--- src/rtl/uart_rx_pkg.sv ---
// Shared types and helpers for the serial receiver.
// Assumes data bytes are at most 8 bits wide.
package uart_rx_pkg;

    localparam int DATA_W = 8;

    // One buffered character with its per-character error flags.
    typedef struct packed {
        logic              perr;
        logic              ferr;
        logic [DATA_W-1:0] data;
    } rx_entry_t;

    // Receive sampler states.
    typedef enum logic [2:0] {
        S_IDLE,
        S_START,
        S_DATA,
        S_PAR,
        S_STOP1,
        S_STOP2
    } rx_state_t;

    // Trigger threshold for a trigger-select code.
    function automatic int unsigned trig_level(input logic [1:0] sel);
        case (sel)
            2'd0:    return 1;
            2'd1:    return 4;
            2'd2:    return 8;
            default: return 14;
        endcase
    endfunction

endpackage

--- src/rtl/uart_rx_sampler.sv ---
// Oversampling receive sampler: synchronises rxd, validates the start bit
// at mid-bit, collects data/parity/stop bits at bit centres and emits one
// entry per frame as a single-cycle push. Assumes line settings are held
// steady while a frame is in progress.
module uart_rx_sampler
    import uart_rx_pkg::*;
#(
    parameter int OSR         = 16,
    parameter int SYNC_STAGES = 2
) (
    input  logic       clk,
    input  logic       rst_n,
    input  logic       tick16,
    input  logic       rxd,
    input  logic [1:0] char_len,
    input  logic       parity_en,
    input  logic       parity_even,
    input  logic       two_stop,
    output logic       push_v,
    output rx_entry_t  push_ent
);

    localparam int CNT_W = $clog2(OSR);
    localparam logic [CNT_W-1:0] MID_CNT  = CNT_W'(OSR / 2 - 1);
    localparam logic [CNT_W-1:0] FULL_CNT = CNT_W'(OSR - 1);

    logic [SYNC_STAGES-1:0] sync_q;
    logic                   rx_s;
    rx_state_t              state;
    logic [CNT_W-1:0]       cnt;
    logic [2:0]             bit_idx;
    logic [DATA_W-1:0]      shreg;
    logic                   par_acc;
    logic                   perr_q;
    logic                   ferr_q;
    logic                   at_centre;

    // Synchronise the serial input (idle high at reset).
    generate
        if (SYNC_STAGES == 1) begin : g_sync1
            always_ff @(posedge clk) begin
                if (!rst_n) sync_q <= '1;
                else        sync_q <= rxd;
            end
        end else begin : g_syncn
            always_ff @(posedge clk) begin
                if (!rst_n) sync_q <= '1;
                else        sync_q <= {sync_q[SYNC_STAGES-2:0], rxd};
            end
        end
    endgenerate

    assign rx_s      = sync_q[SYNC_STAGES-1];
    assign at_centre = (cnt == FULL_CNT);

    // Frame state machine, bit sampling and entry assembly.
    always_ff @(posedge clk) begin
        if (!rst_n) begin
            state    <= S_IDLE;
            cnt      <= '0;
            bit_idx  <= '0;
            shreg    <= '0;
            par_acc  <= 1'b0;
            perr_q   <= 1'b0;
            ferr_q   <= 1'b0;
            push_v   <= 1'b0;
            push_ent <= '0;
        end else begin
            push_v <= 1'b0;
            if (tick16) begin
                case (state)
                    S_IDLE: begin
                        cnt <= '0;
                        if (!rx_s) state <= S_START;
                    end
                    S_START: begin
                        if (cnt == MID_CNT) begin
                            cnt     <= '0;
                            bit_idx <= '0;
                            par_acc <= 1'b0;
                            perr_q  <= 1'b0;
                            ferr_q  <= 1'b0;
                            state   <= rx_s ? S_IDLE : S_DATA;
                        end else begin
                            cnt <= cnt + 1'b1;
                        end
                    end
                    S_DATA: begin
                        cnt <= cnt + 1'b1;
                        if (at_centre) begin
                            shreg   <= {rx_s, shreg[DATA_W-1:1]};
                            par_acc <= par_acc ^ rx_s;
                            if (bit_idx == {1'b1, char_len})
                                state <= parity_en ? S_PAR : S_STOP1;
                            else
                                bit_idx <= bit_idx + 1'b1;
                        end
                    end
                    S_PAR: begin
                        cnt <= cnt + 1'b1;
                        if (at_centre) begin
                            perr_q <= par_acc ^ rx_s ^ ~parity_even;
                            state  <= S_STOP1;
                        end
                    end
                    S_STOP1: begin
                        cnt <= cnt + 1'b1;
                        if (at_centre) begin
                            if (two_stop) begin
                                ferr_q <= ~rx_s;
                                state  <= S_STOP2;
                            end else begin
                                push_v        <= 1'b1;
                                push_ent.data <= shreg >> (2'd3 - char_len);
                                push_ent.perr <= perr_q;
                                push_ent.ferr <= ~rx_s;
                                state         <= S_IDLE;
                            end
                        end
                    end
                    S_STOP2: begin
                        cnt <= cnt + 1'b1;
                        if (at_centre) begin
                            push_v        <= 1'b1;
                            push_ent.data <= shreg >> (2'd3 - char_len);
                            push_ent.perr <= perr_q;
                            push_ent.ferr <= ferr_q | ~rx_s;
                            state         <= S_IDLE;
                        end
                    end
                    default: state <= S_IDLE;
                endcase
            end
        end
    end

endmodule

--- src/rtl/uart_rx_buf.sv ---
// Receive character buffer: a circular store of DEPTH entries whose usable
// capacity drops to one in single-character mode. Full pushes are dropped
// and latch an overrun flag; a flush empties it. Assumes DEPTH is a power
// of two.
module uart_rx_buf
    import uart_rx_pkg::*;
#(
    parameter int DEPTH = 16
) (
    input  logic                       clk,
    input  logic                       rst_n,
    input  logic                       flush,
    input  logic                       cap_one,
    input  logic                       push,
    input  rx_entry_t                  wr_ent,
    input  logic                       pop,
    input  logic                       ovr_clr,
    output rx_entry_t                  head,
    output logic [$clog2(DEPTH+1)-1:0] level,
    output logic                       ovr
);

    localparam int PTR_W = $clog2(DEPTH);
    localparam int LVL_W = $clog2(DEPTH + 1);

    rx_entry_t        mem [DEPTH];
    logic [PTR_W-1:0] wr_ptr;
    logic [PTR_W-1:0] rd_ptr;
    logic             full;
    logic             empty;
    logic             do_push;
    logic             do_pop;

    assign empty   = (level == '0);
    assign full    = cap_one ? !empty : (level == LVL_W'(DEPTH));
    assign do_push = push && !full && !flush;
    assign do_pop  = pop && !empty && !flush;
    assign head    = mem[rd_ptr];

    // Entry storage write port.
    always_ff @(posedge clk) begin
        if (do_push) mem[wr_ptr] <= wr_ent;
    end

    // Pointers and occupancy.
    always_ff @(posedge clk) begin
        if (!rst_n || flush) begin
            wr_ptr <= '0;
            rd_ptr <= '0;
            level  <= '0;
        end else begin
            if (do_push) wr_ptr <= wr_ptr + 1'b1;
            if (do_pop)  rd_ptr <= rd_ptr + 1'b1;
            case ({do_push, do_pop})
                2'b10:   level <= level + 1'b1;
                2'b01:   level <= level - 1'b1;
                default: level <= level;
            endcase
        end
    end

    // Overrun flag: set by a dropped push, cleared by a status read.
    always_ff @(posedge clk) begin
        if (!rst_n)                     ovr <= 1'b0;
        else if (push && full && !flush) ovr <= 1'b1;
        else if (ovr_clr)               ovr <= 1'b0;
    end

endmodule

--- src/rtl/uart_rx_irq.sv ---
// Receive interrupt decision: per-character in single-character mode,
// fill level against a selected trigger in buffered mode.
module uart_rx_irq
    import uart_rx_pkg::*;
#(
    parameter int LVL_W = 5
) (
    input  logic             fifo_mode,
    input  logic             int_en,
    input  logic [1:0]       trig_sel,
    input  logic [LVL_W-1:0] level,
    output logic             irq
);

    logic [LVL_W-1:0] thresh;

    // Decode the trigger level and compare it with the occupancy.
    always_comb begin
        thresh = LVL_W'(trig_level(trig_sel));
        if (fifo_mode) irq = int_en && (level >= thresh);
        else           irq = int_en && (level != '0);
    end

endmodule

--- src/rtl/uart_rx_fifo.sv ---
// Top of the serial receiver: sampler feeding a character buffer, with the
// receive interrupt derived from mode, enable and occupancy. A change of
// buffer mode flushes all held entries.
module uart_rx_fifo
    import uart_rx_pkg::*;
#(
    parameter int DEPTH = 16,
    parameter int OSR   = 16,
    localparam int LVL_W = $clog2(DEPTH + 1)
) (
    input  logic             clk,
    input  logic             rst_n,
    input  logic             tick16,
    input  logic             rxd,
    input  logic             fifo_mode,
    input  logic [1:0]       char_len,
    input  logic             parity_en,
    input  logic             parity_even,
    input  logic             two_stop,
    input  logic [1:0]       trig_sel,
    input  logic             rx_int_en,
    input  logic             rd_data_stb,
    input  logic             rd_stat_stb,
    output logic [7:0]       rd_data,
    output logic             rd_perr,
    output logic             rd_ferr,
    output logic             data_ready,
    output logic [LVL_W-1:0] level,
    output logic             overrun,
    output logic             rx_irq
);

    logic      push_v;
    rx_entry_t push_ent;
    rx_entry_t head;
    logic      mode_q;
    logic      flush;

    // Remember the previous mode so that a change triggers a flush.
    always_ff @(posedge clk) begin
        if (!rst_n) mode_q <= fifo_mode;
        else        mode_q <= fifo_mode;
    end

    assign flush = rst_n && (mode_q != fifo_mode);

    uart_rx_sampler #(.OSR(OSR), .SYNC_STAGES(2)) u_samp (
        .clk         (clk),
        .rst_n       (rst_n),
        .tick16      (tick16),
        .rxd         (rxd),
        .char_len    (char_len),
        .parity_en   (parity_en),
        .parity_even (parity_even),
        .two_stop    (two_stop),
        .push_v      (push_v),
        .push_ent    (push_ent)
    );

    uart_rx_buf #(.DEPTH(DEPTH)) u_buf (
        .clk     (clk),
        .rst_n   (rst_n),
        .flush   (flush),
        .cap_one (!fifo_mode),
        .push    (push_v),
        .wr_ent  (push_ent),
        .pop     (rd_data_stb),
        .ovr_clr (rd_stat_stb),
        .head    (head),
        .level   (level),
        .ovr     (overrun)
    );

    uart_rx_irq #(.LVL_W(LVL_W)) u_irq (
        .fifo_mode (fifo_mode),
        .int_en    (rx_int_en),
        .trig_sel  (trig_sel),
        .level     (level),
        .irq       (rx_irq)
    );

    assign rd_data    = head.data;
    assign rd_perr    = head.perr;
    assign rd_ferr    = head.ferr;
    assign data_ready = (level != '0);

endmodule

--- config.mk ---
export PLATFORM = sky130hd
export DESIGN_NAME = uart_rx_fifo
export DESIGN_NICKNAME = d
export VERILOG_FILES = /design/src/rtl/uart_rx_pkg.sv /design/src/rtl/uart_rx_sampler.sv /design/src/rtl/uart_rx_buf.sv /design/src/rtl/uart_rx_irq.sv /design/src/rtl/uart_rx_fifo.sv
export SDC_FILE = /design/constraint.sdc
export NUM_CORES = 1
export LEC_CHECK = 0
export CORE_ASPECT_RATIO = 2
export CORE_MARGIN = 3
export CORE_UTILIZATION = 61
export CTS_CLUSTER_DIAMETER = 40
export DETAILED_ROUTE_END_ITERATION = 16
export HOLD_SLACK_MARGIN = 0.06
export PLACE_DENSITY_LB_ADDON = 0.05
export SLEW_MARGIN = 20
export SYNTH_ARGS = -nofsm -noshare
export SYNTH_HDL_FRONTEND = slang
export SYNTH_SLANG_ARGS = --single-unit
--- constraint.sdc ---
create_clock -name clk -period 3.4 [get_ports clk]
set_input_delay 0.68 -clock clk [delete_from_list [all_inputs] [get_ports clk]]
set_output_delay 0.68 -clock clk [all_outputs]
set_load 0.02 [all_outputs]
==> summary.txt, run 1 <==
Layout
  • Sequential standard cell area: 5870 um2
  • Nets: 648
  • # fillers: 896
  • Final instance area: 10200 um2
  • # diodes: 0
  • Area grow syn2layout: 15.1%
  • Share of cells above drive strength 1: 0.204
  • Final design utilization: 0.724
  • Area occupied by multi-input gates: 2810 um2
  • Final std cells w/o fill: 820

Floorplan
  • Die span in x: 91.3 um
  • Top-Level Pins: 33
  • Initial Utilization: 0.629
  • Core Region: 14100 um2
  • Die ar.: 16100 um2
  • Num rows: 61
  • Die Y: 177 um

Setup path
  • Crit path max-delay cell type: mux4_2
  • Worst setup EP type: primary output
  • Crit path top cell by count: mux4_2
  • Worst Path Arrival: 2.54 ns
  • Worst endpoint required time: 2.72 ns
  • Critical Path, Cell by Cell: buf_12, mux4_2, mux4_2, dlygate4sd2_1
  • Largest stage delay, worst path: 0.54 ns
  • CP Max Fanout: 16
  • WS Path Type: reg -> out
  • Startpoint class of the critical path: flip-flop

Synthesis
  • Post-synth top area cell: edfxtp_1
  • Synth warnings: 0
  • Syn Std Cell Area: 8880 um2
  • Post-synthesis sequential area ratio: 0.660
  • Synth unique cells: 55
  • Primary FF master, synth: edfxtp_1
  • Syn Inst Count: 569
  • Synthesized net count: 598
  • Area contributors post-synth: edfxtp_1, mux4_2, dfxtp_1, mux2i_1, nor2_1
  • Synth Area per Inst: 15.6 um2
  • Async SR Flop Fraction: 0
  • Synth Register Bits: 213
  • Post-synth top area share: 0.541
  • Post-synth EDFFs: 160

Status
  • Status: finished, final reports clean

Power and ir drop
  • Combinational power share: 0.014
  • Switching share of power: 0.185
  • Clk network pwr share: 0.439
  • Leak: 0.00383 uW
  • PD cells: 494 nW/um2
  • Net switching power: 934 uW
  • Internal Pwr Total: 4110 uW
  • Sequential Power Share: 0.547
  • VDD IR max: 0.365 mV

Detailed routing
  • TritonRoute pass-1 iters: 4
  • ANT nets after route: 0
  • WL/cell: 20.4 um
  • Vias: 4848
  • WL final: 16.7 mm
  • Vias per cell: 5.91
  • Initial DRC count: 258
  • Residual DRC count: 0

Timing
  • Crit path time final: 3.22 ns
  • # setup viols final: 0
  • Slew @ Worst Pin: 0.761 ns
  • Final hold vios: 0
  • Fin crit share: 0.948
  • Final Skew: 0.0209 ns
  • Worst rel slew slack: 0.490
  • Max Slew Vio Count: 0
  • Setup_tns: 0 ns
  • RSZ-0062 raised after global routing: false
  • Maximum clock frequency: 0.310 GHz
  • Smallest hold slack: 0.423 ns

Placed design
  • DP Area: 9550 um2
  • RePlAce Congestion: 0.815
  • I/O Buffers: 32
  • Dpl cells: 787
  • Hpwl dp: 11.7 mm

Hold path
  • Hold Path Class: reg -> reg

GRT
  • Gr usage total: 0.219
  • Vias in the first global route: 5190
  • First-pass GRT wire length: 27.3 mm
  • Largest net degree at the start of global routing: 33
  • Initial antenna violation count: 0
  • Total congestion overflow: 0

Clock network
  • CTS tree: done
  • Clock Sinks: 213
  • Post-CTS Setup Inserts: 0
  • Clock tree buffer depth: 3
  • Cts hold-fix bufs: 0
  • H-tree depth: 1
  • Inserted Clock Buffers: 18
  • Reg clk slew, reported paths: 0.07 ns
  • Clk_lat worst skew: 0.48 ns
  • Clock Root Buffer: clkbuf_16

Job
  • Max Cap Viol: 0
==> flip-flops by register name, indices dropped and copies added (netlist names), named ones only <==
name / flops
u_samp.shreg: 8
u_samp.push_v: 1
u_samp.sync_q: 2
u_samp.state: 3
u_buf.rd_ptr: 4
u_buf.level: 5
mode_q: 1
u_samp.bit_idx: 3
u_samp.perr_q: 1
u_samp.par_acc: 1
u_buf.mem: 160
u_samp.ferr_q: 1
u_buf.ovr: 1
u_samp.push_ent: 10
u_buf.wr_ptr: 4
u_samp.cnt: 4
==> worst max-delay path: cells and delay by family (launching register included) <==
family,cells,cell delay (ns)
muxes,2,1.06
DFF,1,0.44
buffers and inverters,2,0.56
==> cells in the final DEF (no fill, tap or decap), types with 4 or more instances in the layout <==
master | Yosys | layout
edfxtp_1 | 160 | 160
nor2_1 | 54 | 54
mux4_2 | 51 | 51
dfxtp_1 | 53 | 51
nand2_1 | 27 | 27
buf_4 | 0 | 25
mux2i_1 | 21 | 21
clkbuf_16 | 0 | 21
clkdlybuf4s50_1 | 0 | 21
a21oi_1 | 20 | 20
o21ai_0 | 17 | 17
inv_1 | 14 | 14
ha_1 | 14 | 14
nand3_1 | 10 | 10
xor2_1 | 9 | 9
xnor2_1 | 9 | 9
dlygate4sd2_1 | 0 | 9
nand2b_1 | 8 | 8
nand4_1 | 6 | 6
nor3_1 | 6 | 6
nor2b_1 | 5 | 5
a31oi_1 | 4 | 4
o22ai_1 | 4 | 4
==> kinds of logic (layout without fill, tap and decap cells) <==
| family | Yosys count | in the layout | synth area share |
|---|---|---|---|
| compound gates | 61 | 61 | 0.0413 |
| flops | 213 | 213 | 0.660 |
| buf+inv | 47 | 109 | 0.0235 |
| mux | 76 | 76 | 0.158 |
| simple gates | 140 | 140 | 0.0793 |
| fa+ha+maj | 14 | 14 | 0.0197 |
| xor+xnor | 18 | 18 | 0.0177 |
==> metal layers <==
metal	vias up	routed length [um]	global-route usage
met5	-	0	0
met4	0	531	0.0724
met3	33	517	0.0234
met2	117	9910	0.434
met1	2424	5730	0.239
li1	2274	-	-
==> per-stage QoR <==
stage	setup WS (ns)	power, uW
floorplan	0.119	2860
global placement	0.128	2890
detailed placement	0.00619	2890
CTS	0.00252	5090
global route	0.0723	5210
finish	0.177	5050
==> synthesized netlist by cell type (2+ instances only) <==
cell type    n
edfxtp_1   160
nor2_1      54
dfxtp_1     53
mux4_2      51
nand2_1     27
mux2i_1     21
a21oi_1     20
clkbuf_1    19
o21ai_0     17
ha_1        14
inv_1       14
nand3_1     10
xnor2_1      9
xor2_1       9
buf_2        8
nand2b_1     8
nand4_1      6
nor3_1       6
nor2b_1      5
a31oi_1      4
o22ai_1      4
a211oi_1     3
and2_1       3
and3_1       3
buf_6        3
mux2_2       3
or3_1        3
a22oi_1      2
buf_1        2
nand2_4      2
or2_2        2
==> area by class of cell <==
class / instances / share of cell area
Sequential cell: 213 / 0.574
Clock buffer: 22 / 0.0507
Inverter: 15 / 0.00551
Timing Repair Buffer: 62 / 0.0585
Multi-Input combinational cell: 309 / 0.275
Tap cell: 189 / 0.0231
Clock inverter: 10 / 0.0135
==> power by group through the flow <==
stage / clock network, uW / logic (uW) / registers (uW)
after detailed placement: 0 / 70.8 / 2820
final: 2220 / 70.1 / 2760
after floorplan: 0 / 42.4 / 2820
after global routing: 2370 / 78.7 / 2760
after CTS: 2260 / 70.6 / 2760
after global placement: 0 / 69.1 / 2820
==> path summary, 6_finish.rpt <==
kind | from | end | slack (ns) | depth (start not counted)
min | u_samp.sync_q[0] | u_samp.sync_q[1] | 0.42 | 1
min reg2reg | u_samp.sync_q[0] | u_samp.sync_q[1] | 0.42 | 1
max | flip-flop | rd_data[7] | 0.18 | 4
max reg2reg | u_buf.level[2] | u_buf.level[2] | 0.33 | 11
==> what timing repair did <==
item	CTS	global route
cloned	0	1
gates resized for setup	9	3
setup endpoints to repair	9	1
Note: power is estimated with default switching activity, not from simulation.
==> run 2: changes to the inputs <==
--- a/config.mk
+++ b/config.mk
@@ -10,6 +10,7 @@
 export CORE_UTILIZATION = 61
 export CTS_CLUSTER_DIAMETER = 40
 export DETAILED_ROUTE_END_ITERATION = 16
+export GPL_TIMING_DRIVEN = 0
 export HOLD_SLACK_MARGIN = 0.06
 export PLACE_DENSITY_LB_ADDON = 0.05
 export SLEW_MARGIN = 20
==> summary.txt, run 2 (same netlist as run 1, synthesis figures left out) <==
GRT
  • Total congestion overflow: 0
  • Vias in the first global route: 5153
  • First-pass GRT wire length: 29.0 mm
  • Largest net degree at the start of global routing: 18
  • Gr usage total: 0.240
  • Initial antenna violation count: 0

Floorplan
  • Die Y: 177 um
  • Num rows: 61
  • Core Region: 14100 um2
  • Initial Utilization: 0.629
  • Die span in x: 91.3 um
  • Die ar.: 16100 um2
  • Top-Level Pins: 33

Layout
  • # diodes: 0
  • Final instance area: 10200 um2
  • Area grow syn2layout: 14.4%
  • Commonest non-fill, non-tap cell in the layout: edfxtp_1
  • Max reg flops: 160
  • Most frequent cells in the layout: edfxtp_1, nor2_1, mux4_2, dfxtp_1, nand2_1
  • Share of cells above drive strength 1: 0.203
  • Final std cells w/o fill: 821
  • Register bank with the most flops: u_buf.mem
  • Final design utilization: 0.720
  • Nets: 649
  • Biggest regs: u_buf.mem: 160 flops, u_samp.push_ent: 10 flops, u_samp.shreg: 8 flops

Setup path
  • Crit path top cell by count: mux4_2
  • Critical Path, Cell by Cell: buf_8, mux4_2, mux4_2, dlygate4sd2_1
  • Worst Path Arrival: 2.52 ns
  • Startpoint class of the critical path: flip-flop
  • Crit path max-delay cell type: mux4_2
  • Worst path top cell family by delay: multiplexers
  • Buf/Inv on CP: 2
  • Cell count of the worst reg-to-reg path: 14
  • WS Path Type: reg -> out
  • Largest stage delay, worst path: 0.56 ns
  • Worst endpoint required time: 2.72 ns
  • Worst setup EP type: primary output
  • CP Max Fanout: 10
  • WP depth: 4

Clock network
  • Clock Sinks: 213
  • Clk_lat worst skew: 0.47 ns
  • Post-CTS Setup Inserts: 0
  • Reg clk slew, reported paths: 0.07 ns
  • Clock Root Buffer: clkbuf_16
  • CTS tree: done
  • H-tree depth: 1
  • Clock tree buffer depth: 3
  • Inserted Clock Buffers: 19

Power and ir drop
  • PD cells: 490 nW/um2
  • Leak: 0.00383 uW
  • Final Power: 4980 uW
  • VDD IR max: 0.349 mV

Timing
  • # setup viols final: 0
  • Worst rel slew slack: 0.275
  • Final WS setup: 0.202 ns
  • Fin crit share: 0.940
  • Max Slew Vio Count: 0
  • RSZ-0062 raised after global routing: false
  • Final hold vios: 0
  • Slew @ Worst Pin: 1.08 ns
  • Maximum clock frequency: 0.313 GHz
  • Crit path time final: 3.20 ns
  • Final Skew: 0.00757 ns

Status
  • Status: finished, final reports clean

Detailed routing
  • WL/cell: 22.6 um
  • Vias per cell: 6.11
  • TritonRoute pass-1 iters: 5
  • WL final: 18.6 mm
  • Vias: 5013
  • Residual DRC count: 0
  • Initial DRC count: 351
  • ANT nets after route: 0

Placed design
  • Pre-CTS WS: -0.440 ns
  • RePlAce Congestion: 0.830
  • Hpwl dp: 12.8 mm
  • DP Area: 9470 um2
  • Dpl cells: 791
  • I/O Buffers: 30

Hold path
  • Cell depth of the worst hold path: 1
  • Hold Path Class: reg -> reg

Job
  • Max Cap Viol: 0
-- run 2: metal layers --
| layer | track usage | routed length (um) | share of wire |
|---|---|---|---|
| met1 | 0.253 | 6310 | 0.34 |
| met2 | 0.478 | 11000 | 0.59 |
| met3 | 0.0315 | 718 | 0.039 |
| met4 | 0.0812 | 519 | 0.028 |
| met5 | 0 | 0 | 0 |
-- run 2: what timing repair did --
action / 4_1_cts / 5_1_grt
endpoints found under the hold margin: 0 / 0
endpoints found under the setup margin: 12 / 7
hold buffers: 0 / 0
gates resized for setup: 22 / 9
-- run 2: layout make-up --
class	instances	area, um2
buffer	29	175
clock buffer	23	520
clock inverter	10	113
fill	889	3960
inverter	15	56.3
multi-input combinational	309	2860
sequential	213	5870
tap	189	236
timing repair buffer	33	339
-- run 2: per-stage QoR --
step	hold slack (ns)	setup TNS (ns)
2_1_floorplan	0.386	0
3_3_place_gp	0.390	-12.00
3_5_place_dp	0.405	-0.830
4_1_cts	0.423	0
5_1_grt	0.450	0
6_report	0.421	0
-- run 2: path summary, 6_finish.rpt --
| check | start | to | slack [ns] |
|---|---|---|---|
| hold / removal | u_samp.sync_q[0] | u_samp.sync_q[1] | 0.42 |
| hold reg to reg | u_samp.sync_q[0] | u_samp.sync_q[1] | 0.42 |
| setup / recovery | flip-flop | rd_data[0] | 0.20 |
| setup reg to reg | u_buf.level[2] | u_buf.level[4] | 0.21 |
-- run 2: power breakdown --
group / switching (uW) / total [uW] / internal, uW
clock: 896 / 2150 / 1250
sequential: 1.12 / 2760 / 2760
combinational: 43.4 / 74.6 / 31.2
total: 941 / 4980 / 4040
